**config.mk**
```make
export PLATFORM = sky130hd
export DESIGN_NAME = pixclk_search
export DESIGN_NICKNAME = d
export VERILOG_FILES = /design/src/rtl/pixclk_pkg.sv /design/src/rtl/pixclk_rdiv.sv /design/src/rtl/pixclk_best.sv /design/src/rtl/pixclk_search.sv
export SDC_FILE = /design/constraint.sdc
export NUM_CORES = 1
export LEC_CHECK = 0
export BUFFER_PORTS_ARGS = -buffer_cell sky130_fd_sc_hd__buf_2
export CORE_ASPECT_RATIO = 0.7
export CORE_MARGIN = 2
export CORE_UTILIZATION = 45
export CTS_CLUSTER_SIZE = 8
export DETAILED_ROUTE_END_ITERATION = 10
export PLACE_DENSITY = 0.63
export SYNTH_ARGS = -nofsm -noshare
export SYNTH_HDL_FRONTEND = slang
export SYNTH_HIERARCHICAL = 1
export SYNTH_SLANG_ARGS = --single-unit
```
**constraint.sdc**
```tcl
create_clock -name clk -period 6.8 [get_ports clk]
set_input_delay 0.68 -clock clk [delete_from_list [all_inputs] [get_ports clk]]
set_output_delay 0.68 -clock clk [all_outputs]
set_load 0.01 [all_outputs]
```
**src/rtl/pixclk_pkg.sv**
```systemverilog
`timescale 1ns/1ps
// Package pixclk_pkg
// Shared types for the pixel clock divider search.
// Assumes nothing beyond SystemVerilog 2017.
package pixclk_pkg;

    // Phases of one candidate slot plus idle/finish.
    typedef enum logic [2:0] {
        ST_IDLE    = 3'd0,
        ST_ISSUE_A = 3'd1,   // load multiplier division
        ST_WAIT_A  = 3'd2,   // wait for multiplier quotient
        ST_ISSUE_B = 3'd3,   // load frequency division
        ST_WAIT_B  = 3'd4,   // wait for frequency quotient
        ST_JUDGE   = 3'd5,   // compare against best, advance
        ST_FIN     = 3'd6    // publish results
    } srch_state_t;

endpackage

```
**src/rtl/pixclk_rdiv.sv**
```systemverilog
`timescale 1ns/1ps
// Module pixclk_rdiv
// Unsigned restoring divider, one quotient bit per cycle.
// A load pulse captures dividend and divisor; ready_o returns high
// exactly W+1 cycles after the loading edge's following cycle count
// reaches zero (W steps after the load).
// Assumes: divisor is nonzero whenever a load is issued.
module pixclk_rdiv #(
    parameter int W = 24,
    localparam int CW = $clog2(W + 1)
) (
    input  logic         clk,
    input  logic         rst_n,
    input  logic         load_i,
    input  logic [W-1:0] dividend_i,
    input  logic [W-1:0] divisor_i,
    output logic [W-1:0] quot_o,
    output logic         ready_o
);

    logic [W-1:0]  rem_q;
    logic [W-1:0]  quo_q;
    logic [W-1:0]  dsr_q;
    logic [CW-1:0] cnt_q;

    logic [W:0]    trial;
    logic          fits;
    logic [W:0]    rem_nx;

    // Trial subtraction for the next quotient bit.
    always_comb begin
        trial  = {rem_q, quo_q[W-1]};
        fits   = (trial >= {1'b0, dsr_q});
        rem_nx = fits ? (trial - {1'b0, dsr_q}) : trial;
    end

    // Load operands or take one restoring step.
    always_ff @(posedge clk) begin
        if (!rst_n) begin
            rem_q <= '0;
            quo_q <= '0;
            dsr_q <= '0;
            cnt_q <= '0;
        end else if (load_i) begin
            rem_q <= '0;
            quo_q <= dividend_i;
            dsr_q <= divisor_i;
            cnt_q <= CW'(W);
        end else if (cnt_q != '0) begin
            rem_q <= rem_nx[W-1:0];
            quo_q <= {quo_q[W-2:0], fits};
            cnt_q <= cnt_q - CW'(1);
        end
    end

    assign quot_o  = quo_q;
    assign ready_o = (cnt_q == '0);


    rem_bound_chk: assert property (@(posedge clk) disable iff (!rst_n)
        (dsr_q != '0) |-> (rem_q < dsr_q));


    carry_free_chk: assert property (@(posedge clk) disable iff (!rst_n)
        (cnt_q != '0) |-> (rem_nx[W] == 1'b0));

endmodule

```
**src/rtl/pixclk_best.sv**
```systemverilog
`timescale 1ns/1ps
// Module pixclk_best
// Holds the best candidate seen so far in a search.
// A candidate offered with an error strictly below the stored one
// replaces it; ties keep the earlier candidate.
// Assumes: clear_i and offer_i are never high together.
module pixclk_best #(
    parameter int W   = 24,
    parameter int N_W = 7,
    parameter int M_W = 4
) (
    input  logic           clk,
    input  logic           rst_n,
    input  logic           clear_i,
    input  logic           offer_i,
    input  logic [W-1:0]   diff_i,
    input  logic [N_W-1:0] n_i,
    input  logic [M_W-1:0] m_i,
    input  logic           dbl_i,
    output logic           found_o,
    output logic [N_W-1:0] n_o,
    output logic [M_W-1:0] m_o,
    output logic           dbl_o
);

    logic [W-1:0]   diff_q;
    logic [N_W-1:0] n_q;
    logic [M_W-1:0] m_q;
    logic           dbl_q;
    logic           found_q;
    logic           take;

    // Strict improvement test.
    assign take = offer_i && (diff_i < diff_q);

    // Reset/clear to "very large error", or adopt a better candidate.
    always_ff @(posedge clk) begin
        if (!rst_n || clear_i) begin
            diff_q  <= '1;
            n_q     <= '0;
            m_q     <= '0;
            dbl_q   <= 1'b0;
            found_q <= 1'b0;
        end else if (take) begin
            diff_q  <= diff_i;
            n_q     <= n_i;
            m_q     <= m_i;
            dbl_q   <= dbl_i;
            found_q <= 1'b1;
        end
    end

    assign found_o = found_q;
    assign n_o     = n_q;
    assign m_o     = m_q;
    assign dbl_o   = dbl_q;


    best_monotone_chk: assert property (@(posedge clk) disable iff (!rst_n)
        !clear_i |=> (diff_q <= $past(diff_q)));


    tie_keep_chk: assert property (@(posedge clk) disable iff (!rst_n)
        (offer_i && !clear_i && (diff_i >= diff_q))
        |=> ($stable(m_q) && $stable(n_q) && $stable(dbl_q)));

endmodule

```
**src/rtl/pixclk_search.sv**
```systemverilog
`timescale 1ns/1ps
// Module pixclk_search
// Searches divider m from M_MAX down to 1, on the plain (BASE_KHZ) and
// doubled (2*BASE_KHZ) paths, for the PLL multiplier n giving the
// closest clock not above the target. Every slot has a fixed length,
// so a run always lasts 2*M_MAX*(2*W+5) cycles plus one finish cycle.
// Assumes: BASE_KHZ >= 1, M_MAX >= 1, synchronous active-low reset.
module pixclk_search
    import pixclk_pkg::*;
#(
    parameter int TGT_W    = 20,
    parameter int M_MAX    = 15,
    parameter int N_MIN    = 9,
    parameter int N_MAX    = 127,
    parameter int BASE_KHZ = 3000,
    localparam int M_W     = $clog2(M_MAX + 1),
    localparam int N_W     = $clog2(N_MAX + 1)
) (
    input  logic             clk,
    input  logic             rst_n,
    input  logic             start_i,
    input  logic [TGT_W-1:0] target_khz_i,
    output logic             busy_o,
    output logic             done_o,
    output logic [N_W-1:0]   pll_mult_o,
    output logic [M_W-1:0]   post_div_o,
    output logic             dbl_o,
    output logic             none_o
);

    localparam int W = TGT_W + M_W;

    srch_state_t    st_q;
    logic [TGT_W-1:0] tgt_q;
    logic [M_W-1:0] m_q;
    logic           dbl_q;
    logic [N_W-1:0] n_q;
    logic           legal_q;

    logic           div_load;
    logic [W-1:0]   div_dividend;
    logic [W-1:0]   div_divisor;
    logic [W-1:0]   div_quot;
    logic           div_ready;
    logic [W-1:0]   base_w;
    logic           n_fit;
    logic           path_ok;
    logic           offer;
    logic           accept;
    logic           last_slot;
    logic [W-1:0]   diff;

    logic           best_found;
    logic [N_W-1:0] best_n;
    logic [M_W-1:0] best_m;
    logic           best_dbl;

    // Operand selection for the shared divider and slot bookkeeping.
    always_comb begin
        base_w       = dbl_q ? W'(2 * BASE_KHZ) : W'(BASE_KHZ);
        div_load     = (st_q == ST_ISSUE_A) || (st_q == ST_ISSUE_B);
        div_dividend = (st_q == ST_ISSUE_A) ? (W'(m_q) * W'(tgt_q))
                                            : (base_w * W'(n_q));
        div_divisor  = (st_q == ST_ISSUE_A) ? base_w : W'(m_q);
        n_fit        = (div_quot >= W'(N_MIN)) && (div_quot <= W'(N_MAX));
        path_ok      = !dbl_q || m_q[0];
        offer        = (st_q == ST_JUDGE) && legal_q && path_ok;
        diff         = W'(tgt_q) - div_quot;
        last_slot    = dbl_q && (m_q == M_W'(1));
        accept       = (st_q == ST_IDLE) && start_i;
    end

    pixclk_rdiv #(.W(W)) u_div (
        .clk        (clk),
        .rst_n      (rst_n),
        .load_i     (div_load),
        .dividend_i (div_dividend),
        .divisor_i  (div_divisor),
        .quot_o     (div_quot),
        .ready_o    (div_ready)
    );

    pixclk_best #(.W(W), .N_W(N_W), .M_W(M_W)) u_best (
        .clk     (clk),
        .rst_n   (rst_n),
        .clear_i (accept),
        .offer_i (offer),
        .diff_i  (diff),
        .n_i     (n_q),
        .m_i     (m_q),
        .dbl_i   (dbl_q),
        .found_o (best_found),
        .n_o     (best_n),
        .m_o     (best_m),
        .dbl_o   (best_dbl)
    );

    // Sweep controller: walks slots m=M_MAX..1, plain then doubled.
    always_ff @(posedge clk) begin
        if (!rst_n) begin
            st_q    <= ST_IDLE;
            tgt_q   <= '0;
            m_q     <= '0;
            dbl_q   <= 1'b0;
            n_q     <= '0;
            legal_q <= 1'b0;
        end else begin
            unique case (st_q)
                ST_IDLE: begin
                    if (start_i) begin
                        tgt_q <= target_khz_i;
                        m_q   <= M_W'(M_MAX);
                        dbl_q <= 1'b0;
                        st_q  <= ST_ISSUE_A;
                    end
                end
                ST_ISSUE_A: st_q <= ST_WAIT_A;
                ST_WAIT_A: begin
                    if (div_ready) begin
                        legal_q <= n_fit;
                        n_q     <= n_fit ? div_quot[N_W-1:0] : '0;
                        st_q    <= ST_ISSUE_B;
                    end
                end
                ST_ISSUE_B: st_q <= ST_WAIT_B;
                ST_WAIT_B: begin
                    if (div_ready) st_q <= ST_JUDGE;
                end
                ST_JUDGE: begin
                    if (last_slot) begin
                        st_q <= ST_FIN;
                    end else begin
                        if (dbl_q) begin
                            dbl_q <= 1'b0;
                            m_q   <= m_q - M_W'(1);
                        end else begin
                            dbl_q <= 1'b1;
                        end
                        st_q <= ST_ISSUE_A;
                    end
                end
                ST_FIN:  st_q <= ST_IDLE;
                default: st_q <= ST_IDLE;
            endcase
        end
    end

    // Result registers and completion strobe.
    always_ff @(posedge clk) begin
        if (!rst_n) begin
            done_o     <= 1'b0;
            pll_mult_o <= '0;
            post_div_o <= '0;
            dbl_o      <= 1'b0;
            none_o     <= 1'b0;
        end else if (st_q == ST_FIN) begin
            done_o     <= 1'b1;
            pll_mult_o <= best_found ? best_n : '0;
            post_div_o <= best_found ? best_m : '0;
            dbl_o      <= best_found && best_dbl;
            none_o     <= !best_found;
        end else begin
            done_o     <= 1'b0;
        end
    end

    assign busy_o = (st_q != ST_IDLE);


    done_pulse_chk: assert property (@(posedge clk) disable iff (!rst_n)
        done_o |=> !done_o);


    busy_hold_chk: assert property (@(posedge clk) disable iff (!rst_n)
        (busy_o && start_i) |=> $stable(tgt_q));


    range_chk: assert property (@(posedge clk) disable iff (!rst_n)
        (done_o && !none_o) |-> ((pll_mult_o >= N_W'(N_MIN)) &&
                                  (pll_mult_o <= N_W'(N_MAX)) &&
                                  (post_div_o != '0)));


    dbl_odd_chk: assert property (@(posedge clk) disable iff (!rst_n)
        (done_o && dbl_o) |-> post_div_o[0]);


    no_overshoot_chk: assert property (@(posedge clk) disable iff (!rst_n)
        (done_o && !none_o) |->
        ((64'(pll_mult_o) * 64'(BASE_KHZ) * (dbl_o ? 64'd2 : 64'd1))
          <= (64'(tgt_q) * 64'(post_div_o))));


    none_zero_chk: assert property (@(posedge clk) disable iff (!rst_n)
        (done_o && none_o) |-> ((pll_mult_o == '0) && (post_div_o == '0) && !dbl_o));


    result_hold_chk: assert property (@(posedge clk) disable iff (!rst_n)
        !done_o |=> (done_o || ($stable(pll_mult_o) && $stable(post_div_o) &&
                                 $stable(dbl_o) && $stable(none_o))));

endmodule

```
Word level (Yosys, flattened, before mapping)
Cells that the tools add are included.

Register bits: 164. Input port bits: 23.

Equal/unequal tests: 12. $mul: 2. Order comparisons: 4. Reductions and logical operators: 25. Multiplexer cells: 25. Bitwise logic cells: 1. $add $sub $neg: 4.

Operator list (count): 2-to-1 mux 24 bit (4); 2-to-1 mux 13 bit (2); >= comparator 25 x 24 -> 1 bit (1); >= comparator 24 x 4 -> 1 bit, second input constant (1); <= comparator 24 x 7 -> 1 bit, second input constant (1); < comparator 24 bit (1); multiplier 4 x 20 -> 24 bit (1); subtractor 20 x 24 -> 24 bit (1); subtractor 24 bit (1); multiplier 13 x 7 -> 20 bit (1); case mux 3 bit (6 select lines) (1); 2-to-1 mux 4 bit (4); 2-to-1 mux 7 bit (2); 2-to-1 mux 3 bit (4); 2-to-1 mux 5 bit (2); != test 2 bit, second input constant (5); equality test 3 bit, second input constant (3); case mux 4 bit (2 select lines) (1); logical AND 1 bit (7); equality test 3 x 2 -> 1 bit, second input constant (2); AND reduction 3 bit (2); logical NOT 5 bit (1); nonzero test 5 bit (1); subtractor 5 x 1 -> 5 bit, second input constant (1); other kinds (14) (23).

Longest topological paths before layout
Depth in word-level cells: 4. Mapped depth: 22.

Cells and area by module
The synthesis kept the hierarchy.

Modules (own cells, without submodules): pixclk_search (times used 1, seq. area each 1001.0 um^2, cells each 976, area each 7460.9 um^2); pixclk_rdiv (times used 1, seq. area each 1541.5 um^2, cells each 605, area each 4729.5 um^2); pixclk_best (times used 1, seq. area each 740.7 um^2, cells each 242, area each 2065.7 um^2).

Worst setup path after synthesis
OpenSTA, ideal clock, no wires.

Kind: register -> register. Start: register dbl_q. End: register u_div.quo_q[18], in the netlist u_div/quot_o[18]. Slack: 2.036 ns. Data required time: 6.685 ns. Arrival time: 4.649 ns. Setup time: 0.115 ns. Stages on the path, launching flop included: 21. Path through: dfxtp_1 > buf_2 > clkbuf_1 > nor2_1 > fa_1 > inv_1 > fa_1 > inv_1 > fa_1 > inv_1 > fa_1 > inv_1 > ha_1 > a21oi_1 > a21oi_1 > a31o_2 > and4_1 > mux2i_1 > a211o_1 > a21oi_1 > nor2b_1.

Cells in the longest elaborated chain, start to end: 4.

RTL lines: from (decl) (RTL line pixclk_search.sv:36) `logic dbl_q;`; from (signal assigned) (RTL line pixclk_search.sv:104) `dbl_q <= 1'b0;`; from (signal assigned) (RTL line pixclk_search.sv:113) `dbl_q <= 1'b0;`; from (signal assigned) (RTL line pixclk_search.sv:134) `dbl_q <= 1'b0;`; 2-to-1 mux 13 bit (RTL line pixclk_search.sv:60) `base_w = dbl_q ? W'(2 * BASE_KHZ) : W'(BASE_KHZ);`; multiplier 13 x 7 -> 20 bit (RTL line pixclk_search.sv:63) `: (base_w * W'(n_q));`; 2-to-1 mux 24 bit (RTL line pixclk_search.sv:62) `div_dividend = (st_q == ST_ISSUE_A) ? (W'(m_q) * W'(tgt_q))`; via div_dividend[18] (RTL line pixclk_search.sv:41) `logic [W-1:0] div_dividend;`; 2-to-1 mux 24 bit (RTL line pixclk_rdiv.sv:44) `end else if (load_i) begin`; to (signal assigned) (RTL line pixclk_rdiv.sv:46) `quo_q <= dividend_i;`; to (signal assigned) (RTL line pixclk_rdiv.sv:51) `quo_q <= {quo_q[W-2:0], fits};`; to (decl) (RTL line pixclk_rdiv.sv:22) `logic [W-1:0] quo_q;`.

The timed path passes the listed nets, and every way through them passes these cells. A chain may end at the register's enable or synchronous reset.

Final worst setup path
Start: register dbl_q. End: register u_div.quo_q[19], in the netlist u_div/quot_o[19].

The elaborated chain is that of the path after synthesis.

==> flow_summary_export.csv <==
group,metric,value,unit
outcome,status,"finished, final reports clean",
setup_path,r2r_cells,18,
setup_path,critPathArrivalTime,5.44,ns
power,vdd_drop_max,0.226,mV
timing,slew-limit-headroom,16.6,%
yosys,synth_edf_count,0,
power,switchingPower,2.00,mW
detailed_routing,wire_per_inst,15.9,um
detailed_routing,drc,0,
final_layout,n_antenna_cell,0,
grt,grt-ovfl-total,0,
job,maxCapViolations,0,
clock_tree,root_buffer,"clkbuf_16",
timing,tns,0,ns
setup_path,path_cells,"inv_1, nand2_1, fa_1, inv_1, fa_1, fa_1, inv_1, fa_1, inv_1, ha_1, a21o_1, a21o_1, a221oi_2, o31ai_1, xnor2_1, mux2i_1, a21oi_1, nor2b_1",
timing,setup_viol,0,
yosys,synthMuxAreaShare,4.81,%
timing,grt_setup_unrepaired,"no",
power,power_density,287,mW/mm2
yosys,syn-instance-count,1823,
floorplanning,die-area,0.0331,mm2
setup_path,end_kind,"register",
power,totalPowerFinal,4.41,mW
yosys,syn_avg_cell_area,7.82,um2
power,seqPwrFrac,26.2,%
yosys,syn-cell-area,0.0143,mm2
floorplanning,design.core.area,0.0311,mm2
detailed_routing,vias_per_cell,5.43,
grt,grt_max_degree,71,
yosys,synth_fa_ha_area_share,21.3,%
timing,period_share,74.9,%
yosys,ys_seq_elements,164,
power,p_int,2.40,mW
yosys,synth_top_family_by_area,"adder cells",
setup_path,worstReg2RegStart,"dbl_q",
yosys,ys.flop_type,"dfxtp_1",
detailed_routing,drtPass1Iterations,7,
clock_tree,clockBufferDepth,2,
setup_path,crit_required,7.15,ns
power,pwr-share-clk,23.5,%
timing,tightest_slew,1.25,ns
detailed_routing,drt_iter0_drc,893,
timing,min_period,5.09,ns
power,switching_share,45.4,%
setup_path,critical_path.endpoint,"u_div/quot_o[19]",
final_layout,syn2layout_area_growth,7.69,%
final_layout,mostFrequentLayoutCell,"nand2_1",
setup_path,crit_type,"register to register",
clock_tree,ctsHoldBuffers,0,
timing,finalMaxSlewViolations,0,
floorplanning,die_y,153,um
placement,place_hpwl,26.9,mm
grt,grt_pass1_vias,11300,
detailed_routing,drt-total-wl,35.7,mm
grt,grt_usage,21.9,%
floorplanning,start_util,45.8,%
timing,fmax,196,MHz
placement,place_inst,2218,
floorplanning,fp.dieW,217,um
yosys,yosysSeqAreaShare,23.0,%
final_layout,fin_cells,2250,
yosys,synth-simple-area-share,20.8,%
timing,final_hold_viol_count,0,
setup_path,critPathSlowestCell,"dfxtp_1",
yosys,synth_compound_area_share,17.9,%
placement,post-place-ws,1.74,ns
timing,clock_skew,0.0155,ns
clock_tree,htree_levels,4,
clock_tree,cts_setup_buffers,0,
detailed_routing,ant_nets,0,
setup_path,rr_endpoint,"u_div/quot_o[19]",
yosys,yosys_warnings,6,
power,leakagePower,6.95,nW
placement,portBuffers,37,
clock_tree,cts_buffers,17,
final_layout,layout-drive-gt1-share,6.28,%
timing,fin_hold_ws,0.455,ns
detailed_routing,num_vias,12200,
power,p_comb_share,50.3,%
clock_tree,cts_resized,0,
yosys,ys_types,78,
floorplanning,rows,54,
grt,grt_pass1_wl,58.9,mm
final_layout,fin_nets,2042,
clock_tree,clock_latency,0.46,ns
setup_path,critPathLaunch,"dbl_q",
clock_tree,cts_tree,"yes",
placement,gp_congestion,0.904,
final_layout,final_cell_mix,"261 x nand2_1, 188 x inv_1, 187 x a21oi_1",
setup_path,startpoint_type,"register",
worst_hold_path,hold_path_class,"register to register",
yosys,ys_async_sr_fraction,0,%
clock_tree,cts.sinks,164,
setup_path,cp_max_fo,19,
clock_tree,clk_pin_slew,0.08,ns
setup_path,r2r_slack,1.71,ns
floorplanning,io-pin-count,38,
yosys,synth-xor-area-share,4.24,%
timing,final.setup.worst_slack,1.71,ns
setup_path,slowest_delay,0.68,ns
grt,antenna_found_initial,0,
sequential cells by signal (all words and copies together), names as in the netlist, 5 cells and up:
signal and count:
u_div/dsr_q 24, tgt_q 20, n_q 7, u_best/n_o 7
u_div/cnt_q 5, u_best/diff_q 24, u_div/quot_o 24, u_div/rem_q 24
pll_mult_o 7
cell families (layout without fill, tap and decap cells):
| logic type | Yosys count | in the layout |
|---|---|---|
| simple gates | 629 | 629 |
| compound gates | 412 | 412 |
| buf+inv | 277 | 273 |
| fa+ha+maj | 202 | 202 |
| flops | 164 | 164 |
| xor+xnor | 69 | 69 |
| mux | 68 | 68 |
| other cells | 2 | 13 |
through the flow:
step / cell area [um2] / util [%]
4_1_cts: 15400 / 49.3
3_5_place_dp: 14700 / 47.2
5_1_grt: 15400 / 49.3
6_report: 15400 / 49.3
3_3_place_gp: 14700 / 47.2
2_1_floorplan: 14300 / -
final cells by class:
class / count / area [um2]
Fill cell: 3037 / 15800
Multi-Input combinational cell: 1393 / 9900
Sequential cell: 164 / 3280
Inverter: 189 / 709
Tap cell: 420 / 526
Clock buffer: 17 / 425
Timing Repair Buffer: 52 / 298
Clock inverter: 15 / 211
worst min path at each step:
stage               cells after the start             start  slack, ns       endpoint
finish                                  2     post_div_o[3]       0.46  post_div_o[3]
global route                            3  target_khz_i[16]       0.45      tgt_q[16]
CTS                                     3   target_khz_i[1]       0.43       tgt_q[1]
detailed placement                      2     pll_mult_o[0]       0.44  pll_mult_o[0]
global placement                        2     post_div_o[0]       0.44  post_div_o[0]
floorplan                               2             dbl_q       0.43   u_best/dbl_o
power by group through the flow:
stage	logic, mW	registers [mW]	clock network [mW]
after floorplan	1.76	1.13	0
after global placement	2.15	1.17	0
after detailed placement	2.17	1.17	0
after CTS	2.19	1.15	1.06
after global routing	2.47	1.17	1.09
final	2.22	1.15	1.04
worst max-delay path, delay by kind of cell (launching register included):
family                     cells  cell delay (ns)
AOI/OAI and AO/OA              5             1.03
adders and majority gates      5             2.29
DFF                            1             0.68
buffers and inverters          4             0.49
and+or+nand+nor                2             0.22
xor gates and xnor gates       1             0.19
muxes                          1             0.09
cell usage after synthesis (all sizes together) (5+ instances only):
cell      n  area (um2)
xor2     31         272
a221oi    5        56.3
o211ai   10        75.1
o21a     11        82.6
nand4    16         100
o31ai     8        60.1
clkbuf   61         229
o21ai    73         377
nor3     20         105
or3       6        42.5
dfxtp   164        3280
a21oi   192         983
nor4      5        31.3
xnor2    38         333
nand3    30         160
a31oi    10        62.6
a21o     28         210
a22oi     7        52.6
and3     10        62.6
a211oi   30         230
ha      135        1690
nand2   261         980
nand2b   18         113
o21bai    6        45.0
inv     188         706
nor2    137         514
and2     36         225
nor2b    64         400
nor3b     6        45.0
fa       67        1340
buf      27         195
mux2i    67         671
routing by layer:
layer | vias up | wire, um | global-route usage (%)
met2 | 309 | 14300 | 31.7
met3 | 23 | 2510 | 5.05
li1 | 6123 | - | -
met1 | 5752 | 18600 | 33.1
met4 | 0 | 289 | 4.14
met5 | - | 0 | 0
Note: power is estimated with default switching activity, not from simulation.
